<file path="src/rtl/tsc_pkg.sv">
package tsc_pkg;
  typedef enum logic [1:0] {
    OP_READ  = 2'd0,
    OP_WRITE = 2'd1,
    OP_RENEW = 2'd2
  } tsc_op_e;

  typedef enum logic [1:0] {
    ST_IDLE = 2'd0,
    ST_WB   = 2'd1,
    ST_GNT  = 2'd2
  } tsc_state_e;
endpackage

</file>
<file path="src/rtl/tsc_core_clk.sv">
module tsc_core_clk #(
  parameter int NUM_CORES = 4,
  parameter int CID_W     = 3,
  parameter int TS_W      = 16
) (
  input  logic             clk,
  input  logic             rst_n,
  input  logic [CID_W-1:0] rd_core,
  output logic [TS_W-1:0]  rd_pts,
  input  logic [CID_W-1:0] own_core,
  output logic [TS_W-1:0]  own_pts,
  input  logic             we,
  input  logic [CID_W-1:0] wr_core,
  input  logic [TS_W-1:0]  wr_pts
);
  logic [TS_W-1:0] pts_q [NUM_CORES];

  always_comb begin
    rd_pts  = '0;
    own_pts = '0;
    for (int i = 0; i < NUM_CORES; i++) begin
      if (rd_core == CID_W'(i))  rd_pts  = pts_q[i];
      if (own_core == CID_W'(i)) own_pts = pts_q[i];
    end
  end

  for (genvar g = 0; g < NUM_CORES; g++) begin : g_core
    logic en;
    assign en = we && (wr_core == CID_W'(g));

    always_ff @(posedge clk or negedge rst_n) begin
      if (!rst_n)  pts_q[g] <= '0;
      else if (en) pts_q[g] <= wr_pts;
    end

    AST_PTS_MONOTONIC: assert property (@(posedge clk) disable iff (!rst_n)
      en |-> (wr_pts >= pts_q[g]));
  end
endmodule

</file>
<file path="src/rtl/tsc_line_dir.sv">
module tsc_line_dir #(
  parameter int NUM_LINES = 8,
  parameter int LID_W     = 3,
  parameter int CID_W     = 3,
  parameter int TS_W      = 16
) (
  input  logic             clk,
  input  logic             rst_n,
  input  logic [LID_W-1:0] rd_line,
  output logic [TS_W-1:0]  rd_wts,
  output logic [TS_W-1:0]  rd_rts,
  output logic [CID_W-1:0] rd_own,
  input  logic             we,
  input  logic [LID_W-1:0] wr_line,
  input  logic [TS_W-1:0]  wr_wts,
  input  logic [TS_W-1:0]  wr_rts,
  input  logic [CID_W-1:0] wr_own
);
  localparam logic [CID_W-1:0] HOME = '1;

  logic [TS_W-1:0]  wts_q [NUM_LINES];
  logic [TS_W-1:0]  rts_q [NUM_LINES];
  logic [CID_W-1:0] own_q [NUM_LINES];

  always_comb begin
    rd_wts = '0;
    rd_rts = '0;
    rd_own = HOME;
    for (int i = 0; i < NUM_LINES; i++) begin
      if (rd_line == LID_W'(i)) begin
        rd_wts = wts_q[i];
        rd_rts = rts_q[i];
        rd_own = own_q[i];
      end
    end
  end

  for (genvar g = 0; g < NUM_LINES; g++) begin : g_line
    logic en;
    assign en = we && (wr_line == LID_W'(g));

    always_ff @(posedge clk or negedge rst_n) begin
      if (!rst_n) begin
        wts_q[g] <= '0;
        rts_q[g] <= '0;
        own_q[g] <= HOME;
      end else if (en) begin
        wts_q[g] <= wr_wts;
        rts_q[g] <= wr_rts;
        own_q[g] <= wr_own;
      end
    end
  end

  AST_LEASE_NOT_BELOW_WRITE: assert property (@(posedge clk) disable iff (!rst_n)
    we |-> (wr_rts >= wr_wts));
endmodule

</file>
<file path="src/rtl/tsc_ts_calc.sv">
module tsc_ts_calc #(
  parameter int TS_W  = 16,
  parameter int LEASE = 10
) (
  input  logic            is_write,
  input  logic            merge_wb,
  input  logic [TS_W-1:0] core_pts,
  input  logic [TS_W-1:0] owner_pts,
  input  logic [TS_W-1:0] line_wts,
  input  logic [TS_W-1:0] line_rts,
  output logic [TS_W-1:0] new_pts,
  output logic [TS_W-1:0] new_wts,
  output logic [TS_W-1:0] new_rts,
  output logic            ovf
);
  localparam logic [TS_W:0] LEASE_EXT = (TS_W+1)'(LEASE);
  localparam logic [TS_W:0] TOP       = {1'b0, {TS_W{1'b1}}};

  logic [TS_W-1:0] eff_wts, eff_rts, rd_pts, rd_lease, wr_floor;
  logic [TS_W:0]   lease_sum, bump_sum;
  logic            lease_ovf, bump_ovf;

  always_comb begin
    eff_wts = merge_wb ? owner_pts : line_wts;
    eff_rts = line_rts;
    if (merge_wb && owner_pts > line_rts) eff_rts = owner_pts;

    rd_pts    = (core_pts > eff_wts) ? core_pts : eff_wts;
    lease_sum = {1'b0, rd_pts} + LEASE_EXT;
    lease_ovf = lease_sum > TOP;
    rd_lease  = lease_ovf ? {TS_W{1'b1}} : lease_sum[TS_W-1:0];

    bump_sum  = {1'b0, eff_rts} + (TS_W+1)'(1);
    bump_ovf  = bump_sum > TOP;
    wr_floor  = bump_ovf ? {TS_W{1'b1}} : bump_sum[TS_W-1:0];

    if (is_write) begin
      new_pts = (core_pts > wr_floor) ? core_pts : wr_floor;
      new_wts = new_pts;
      new_rts = new_pts;
      ovf     = bump_ovf;
    end else begin
      new_pts = rd_pts;
      new_wts = eff_wts;
      new_rts = (eff_rts > rd_lease) ? eff_rts : rd_lease;
      ovf     = lease_ovf;
    end
  end
endmodule

</file>
<file path="src/rtl/tsc_lease_mgr.sv">
module tsc_lease_mgr
  import tsc_pkg::*;
#(
  parameter  int NUM_CORES = 4,
  parameter  int NUM_LINES = 8,
  parameter  int TS_W      = 16,
  parameter  int LEASE     = 10,
  localparam int CID_W     = $clog2(NUM_CORES + 1),
  localparam int LID_W     = $clog2(NUM_LINES)
) (
  input  logic             clk,
  input  logic             rst_n,
  input  logic             req_valid,
  output logic             req_ready,
  input  logic [CID_W-1:0] req_core,
  input  logic [LID_W-1:0] req_line,
  input  logic [1:0]       req_op,
  output logic             wb_req,
  output logic [CID_W-1:0] wb_core,
  output logic [LID_W-1:0] wb_line,
  input  logic             wb_ack,
  output logic             gnt_valid,
  output logic [CID_W-1:0] gnt_core,
  output logic [TS_W-1:0]  gnt_pts,
  output logic [TS_W-1:0]  gnt_wts,
  output logic [TS_W-1:0]  gnt_rts,
  output logic             ts_err
);
  localparam logic [CID_W-1:0] HOME = '1;

  // reset: asserted asynchronously, released on a clock edge
  logic [1:0] rst_sync_q;
  logic       rst_n_i;
  always_ff @(posedge clk or negedge rst_n) begin
    if (!rst_n) rst_sync_q <= 2'b00;
    else        rst_sync_q <= {rst_sync_q[0], 1'b1};
  end
  assign rst_n_i = rst_sync_q[1];

  tsc_state_e       state_q, state_d;
  logic [CID_W-1:0] core_q, core_d, owner_q, owner_d;
  logic [LID_W-1:0] line_q, line_d;
  logic [1:0]       op_q, op_d;
  logic [TS_W-1:0]  gpts_q, gwts_q, grts_q;
  logic             err_q;

  logic             accept, commit, merge_wb, need_wb, is_write;
  logic [CID_W-1:0] sel_core, line_own_nxt;
  logic [LID_W-1:0] sel_line;
  logic [TS_W-1:0]  cur_pts, own_pts, cur_wts, cur_rts;
  logic [CID_W-1:0] cur_own;
  logic [TS_W-1:0]  nx_pts, nx_wts, nx_rts;
  logic             nx_ovf;

  assign accept   = (state_q == ST_IDLE) && req_valid;
  assign sel_core = (state_q == ST_IDLE) ? req_core : core_q;
  assign sel_line = (state_q == ST_IDLE) ? req_line : line_q;
  assign is_write = ((state_q == ST_IDLE) ? req_op : op_q) == OP_WRITE;
  assign need_wb  = (cur_own != HOME) && (cur_own != req_core);

  tsc_core_clk #(.NUM_CORES(NUM_CORES), .CID_W(CID_W), .TS_W(TS_W)) u_core_clk (
    .clk      (clk),
    .rst_n    (rst_n_i),
    .rd_core  (sel_core),
    .rd_pts   (cur_pts),
    .own_core (owner_q),
    .own_pts  (own_pts),
    .we       (commit),
    .wr_core  (sel_core),
    .wr_pts   (nx_pts)
  );

  tsc_line_dir #(.NUM_LINES(NUM_LINES), .LID_W(LID_W), .CID_W(CID_W), .TS_W(TS_W)) u_line_dir (
    .clk     (clk),
    .rst_n   (rst_n_i),
    .rd_line (sel_line),
    .rd_wts  (cur_wts),
    .rd_rts  (cur_rts),
    .rd_own  (cur_own),
    .we      (commit),
    .wr_line (sel_line),
    .wr_wts  (nx_wts),
    .wr_rts  (nx_rts),
    .wr_own  (line_own_nxt)
  );

  tsc_ts_calc #(.TS_W(TS_W), .LEASE(LEASE)) u_ts_calc (
    .is_write  (is_write),
    .merge_wb  (merge_wb),
    .core_pts  (cur_pts),
    .owner_pts (own_pts),
    .line_wts  (cur_wts),
    .line_rts  (cur_rts),
    .new_pts   (nx_pts),
    .new_wts   (nx_wts),
    .new_rts   (nx_rts),
    .ovf       (nx_ovf)
  );

  always_comb begin
    if (is_write)      line_own_nxt = sel_core;
    else if (merge_wb) line_own_nxt = HOME;
    else               line_own_nxt = cur_own;
  end

  // next-state
  always_comb begin
    state_d  = state_q;
    core_d   = core_q;
    line_d   = line_q;
    op_d     = op_q;
    owner_d  = owner_q;
    commit   = 1'b0;
    merge_wb = 1'b0;
    unique case (state_q)
      ST_IDLE: begin
        if (req_valid) begin
          core_d = req_core;
          line_d = req_line;
          op_d   = req_op;
          if (need_wb) begin
            owner_d = cur_own;
            state_d = ST_WB;
          end else begin
            commit  = 1'b1;
            state_d = ST_GNT;
          end
        end
      end
      ST_WB: begin
        if (wb_ack) begin
          commit   = 1'b1;
          merge_wb = 1'b1;
          state_d  = ST_GNT;
        end
      end
      ST_GNT:  state_d = ST_IDLE;
      default: state_d = ST_IDLE;
    endcase
  end

  // registers
  always_ff @(posedge clk or negedge rst_n_i) begin
    if (!rst_n_i) begin
      state_q <= ST_IDLE;
      core_q  <= '0;
      line_q  <= '0;
      op_q    <= '0;
      owner_q <= HOME;
      gpts_q  <= '0;
      gwts_q  <= '0;
      grts_q  <= '0;
      err_q   <= 1'b0;
    end else begin
      state_q <= state_d;
      if (accept) begin
        core_q  <= core_d;
        line_q  <= line_d;
        op_q    <= op_d;
        owner_q <= owner_d;
      end
      if (commit) begin
        gpts_q <= nx_pts;
        gwts_q <= nx_wts;
        grts_q <= nx_rts;
      end
      if (commit && nx_ovf) err_q <= 1'b1;
    end
  end

  assign req_ready = (state_q == ST_IDLE);
  assign wb_req    = (state_q == ST_WB);
  assign wb_core   = owner_q;
  assign wb_line   = line_q;
  assign gnt_valid = (state_q == ST_GNT);
  assign gnt_core  = core_q;
  assign gnt_pts   = gpts_q;
  assign gnt_wts   = gwts_q;
  assign gnt_rts   = grts_q;
  assign ts_err    = err_q;

  AST_WB_HELD: assert property (@(posedge clk) disable iff (!rst_n_i)
    (wb_req && !wb_ack) |=> (wb_req && $stable(wb_core) && $stable(wb_line)));
  AST_GNT_AFTER_ACK: assert property (@(posedge clk) disable iff (!rst_n_i)
    (wb_req && wb_ack) |=> gnt_valid);
  AST_GNT_PULSE: assert property (@(posedge clk) disable iff (!rst_n_i)
    gnt_valid |=> !gnt_valid);
  AST_ONE_OUTSTANDING: assert property (@(posedge clk) disable iff (!rst_n_i)
    (gnt_valid || wb_req) |-> !req_ready);
  AST_ERR_STICKY: assert property (@(posedge clk) disable iff (!rst_n_i)
    ts_err |=> ts_err);
  AST_WB_TARGET_REAL: assert property (@(posedge clk) disable iff (!rst_n_i)
    wb_req |-> (wb_core != HOME && wb_core != gnt_core));
  AST_READ_LEASE_AHEAD: assert property (@(posedge clk) disable iff (!rst_n_i)
    (gnt_valid && op_q != OP_WRITE && !ts_err) |-> (gnt_rts > gnt_pts));
  AST_WRITE_ALIGNED: assert property (@(posedge clk) disable iff (!rst_n_i)
    (gnt_valid && op_q == OP_WRITE) |-> (gnt_wts == gnt_pts && gnt_rts == gnt_pts));
endmodule

</file>
<file path="config.mk">
export PLATFORM = sky130hd
export DESIGN_NAME = tsc_lease_mgr
export DESIGN_NICKNAME = d
export VERILOG_FILES = /design/src/rtl/tsc_pkg.sv /design/src/rtl/tsc_core_clk.sv /design/src/rtl/tsc_line_dir.sv /design/src/rtl/tsc_ts_calc.sv /design/src/rtl/tsc_lease_mgr.sv
export SDC_FILE = /design/constraint.sdc
export NUM_CORES = 1
export LEC_CHECK = 0
export BUFFER_PORTS_ARGS = -buffer_cell sky130_fd_sc_hd__buf_2
export CORE_MARGIN = 2
export CORE_UTILIZATION = 45
export DETAILED_ROUTE_END_ITERATION = 10
export SKIP_CTS_REPAIR_TIMING = 1
export SYNTH_ARGS = -nofsm -noshare
export SYNTH_HDL_FRONTEND = slang
export SYNTH_SLANG_ARGS = --single-unit
export TNS_END_PERCENT = 100
</file>
<file path="constraint.sdc">
create_clock -name clk -period 16.5 [get_ports clk]
set_clock_uncertainty 0.1 [all_clocks]
set_input_delay 0.825 -clock clk [delete_from_list [all_inputs] [get_ports clk]]
set_output_delay 0.825 -clock clk [all_outputs]
set_load 0.005 [all_outputs]
</file>
==> run summary <==
The flow ran to the end, and the final reports show no timing, DRC or antenna violations. For this design, the sink count on the clock tree is 408. Yosys attributes the largest share of cell area to dfrtp_1 40%, mux2_2 12%, nand2_1 3.6%.

On the worst path, the slowest cell contributes a delay of 1.11 ns. The placer's final routability congestion estimate is 0.957. For the pin with the worst max-slew slack, the measured transition is 1.38 ns.

After synthesis, the share of cell area in mux cells is 17.5%. The maximum number of pins on one net before global-route repair is 85. The count of pins on the block boundary is 73.

The number of enable flip-flop cells after synthesis came out at 0. Summing all placed instances gives a cell area of 24,800 um2. Clock-pin slew was measured on the worst setup and hold paths at 0.06 ns. The library cell occupying the most area in the post-synthesis netlist is dfrtp_1. The distinct cell type count of the synthesized netlist is 110.

By count the netlist is led by 381 x dfrtp_1, 263 x mux2_2, 230 x nand2_1, 160 x o21ai_0, 153 x nor2_1. The placeable core region came out at 52,400 um2. For this block, the routed nets add up to 86.7 mm of wire. The hold slack is 0.248 ns.

The sequential area share after synthesis is 42.9%. After synthesis, the largest family of logic cells by area is compound AO/OA/AOI/OAI gates. Setup repair after global routing left no endpoint under its margin. The detailed-routing iteration count for the pre-antenna-repair pass is 8. The post-synthesis to final-layout area growth is 10.4%. The post-synthesis simple-gate area fraction came out at 12.3%. Summing every instance area after synthesis gives 23,900 um2. The finished layout holds 3,074 standard cells, fillers aside. The maximum clock insertion buffer count is 3. The worst slew margin relative to its limit came out at 6.47%.

The number of pins exceeding their max-slew limit in the final report came out at 0. The top achievable clock speed is 75.1 MHz. The share of cells above drive strength 1 is 24.5%. The x dimension of the die is 234 um. The die span in y is 234 um. The worst setup path is captured at a register. After routing the design area is 26,300 um2.

The total of buffers placed on input and output ports is 72. Of the total synthesized cell area, the portion taken by XOR and XNOR cells is 0.845%. Of all nets on the critical path, the largest fanout is 29. The number of antenna violations at the first check in global routing is 3. The number of hold violations in the final report is 0. The cell count after synthesis came out at 2,329.

The cell with the biggest individual delay on the critical path is o311ai_1. The clock latency reported for the late side of the worst-skew pair came out at 0.61 ns. The number of global-route vias before repair was 19,300. The total number of vias came out at 19,700. Among all cell types in the netlist, the one instantiated most often is dfrtp_1. When the netlist entered floorplanning its net count stood at 2,409. Each instance of the synthesized netlist takes up on average 10.2 um2. The die covers 54,900 um2. The final total negative setup slack came out at 0 ns. The number of buffers created by CTS came out at 46. The tree is rooted in a clkbuf_16. The number of DRC violations after detailed-routing iteration 0 is 2,245.

The synthesized-area fraction occupied by ao, oa, aoi and oai cells came out at 18.6%. The worst endpoint required time is 16.88 ns. Once the floorplan was initialized, standard cells occupied 45.5% of the core. Among all flip-flop cells after synthesis, the most frequent one is dfrtp_1. The fraction of registers with async set or reset after synthesis came out at 100%. The H-tree was split into 2 levels. The count of maximum capacitance violations is 0.

The first global-routing pass estimated 128 mm of wire. The top-area cell type share of the netlist area came out at 40.0%. Counting tap cells, the placed design contains a total of 2,988 instances. The detail-routed net length per standard cell is 28.2 um.

The critical path data arrival time came out at 13.69 ns. The clock period minus final worst setup slack came out at 13.31 ns. The flip-flop and latch area came out at 10,200 um2. The critical path class is reg2reg. The number of placement rows is 84.

The worst setup path is launched from a register. The final net count came out at 2,429. The multi-input combinational cell area came out at 12,700 um2. The most used cell along the critical path is a21o_1.

The layout filler cell count came out at 4,786. Global routing finished with a remaining overflow of 0. The Yosys warning count came out at 0.

The post-synthesis share of cell area spent on full adders, half adders and majority gates came out at 3.57%. The via density per instance is 6.42. The global routing usage summed across all routing layers came out at 31.9%. The path class of the tightest hold or removal check is reg2reg. The final antenna-violating net count came out at 0. Once detailed placement completed, the half-perimeter wirelength came to 60.4 mm. The residual DRC count is 0. The TritonCTS clock tree is built. Counting flops and latches in the post-synthesis netlist gives 408. The worst path uses 80.7% of the clock period.

The final-report setup violation count came out at 0.
through the flow:
step / setup WS (ns) / util, %
after floorplan: 4.23 / -
after global placement: 3.70 / 47.2
after detailed placement: 3.47 / 47.2
after CTS: 3.58 / 50.2
after global routing: 2.58 / 50.2
final: 3.19 / 50.2
placed cells by master (no fill, tap or decap), drive strengths merged, types with 14 or more instances in the layout:
cell type and n:
a21o 28, a21oi 117, a22oi 19, a2bb2oi 15, a31oi 39, and2 25
buf 126, clkbuf 61, dfrtp 381, dfstp 27, ha 68, inv 57
mux2 266, mux2i 81, mux4 16, nand2 233, nand3 43, nand3b 14
nand4 22, nor2 157, nor3 29, o211ai 18, o21a 29, o21ai 200
o221ai 15, o22a 17, o22ai 25, o31ai 22
path summary, 6_finish.rpt:
check                               from                    end  depth (start not counted)  slack (ns)
max in group asynchronous  rst_sync_q[1]  u_line_dir.wts_q[107]                          3       12.93
min reg2reg                rst_sync_q[0]          rst_sync_q[1]                          0        0.25
min in group asynchronous  rst_sync_q[1]   u_core_clk.pts_q[18]                          0        0.32
max                           state_q[1]    u_core_clk.pts_q[8]                         34        3.19
min                        rst_sync_q[0]          rst_sync_q[1]                          0        0.25
max reg2reg                   state_q[1]    u_core_clk.pts_q[8]                         34        3.19
cell families (layout without fill, tap and decap cells):
logic type / Yosys count / after routing
buffers and inverters: 210 / 264
adders and majority gates: 68 / 68
muxes: 363 / 363
AOI/OAI and AO/OA: 649 / 649
other: 1 / 4
xor gates and xnor gates: 23 / 23
DFF: 408 / 408
and+or+nand+nor: 607 / 607
per-layer routing:
layer  GRT usage (%)  wire, um
met5               0         0
met4            13.1      3650
met3            6.46      6840
met2            50.6     39800
met1            42.6     36400
flip-flops by register name, indices dropped and copies added, names as in the netlist, 16 cells and up:
| register | count |
|---|---|
| u_line_dir.rts_q | 128 |
| u_line_dir.wts_q | 128 |
| u_core_clk.pts_q | 64 |
| u_line_dir.own_q | 24 |
| gnt_pts | 16 |
| gnt_rts | 16 |
| gnt_wts | 16 |
worst max-delay path, delay by kind of cell, from the launching register on:
| family | cells | cell delay (ns) |
|---|---|---|
| AO/OA/AOI/OAI | 17 | 7.31 |
| AND/OR/NAND/NOR | 7 | 2.22 |
| buffers and inverters | 5 | 1.36 |
| adder cells (fa/ha/maj) | 3 | 0.99 |
| multiplexers | 1 | 0.48 |
| XOR/XNOR | 1 | 0.35 |
| flip-flops | 1 | 0.32 |
area by class of cell:
| type | instances | area share [%] |
|---|---|---|
| clock inverters | 21 | 0.951 |
| repair buffers | 127 | 2.95 |
| diodes | 3 | 0.0285 |
| well taps | 688 | 3.27 |
| clock buffers | 61 | 4.89 |
| multi-input cells | 1711 | 48.2 |
| flip-flops and latches | 408 | 38.9 |
| inverters | 55 | 0.789 |
Power is left out: the tool's default activity adds up to more than one toggle a clock period on the data nets, which glitch-free logic cannot reach.
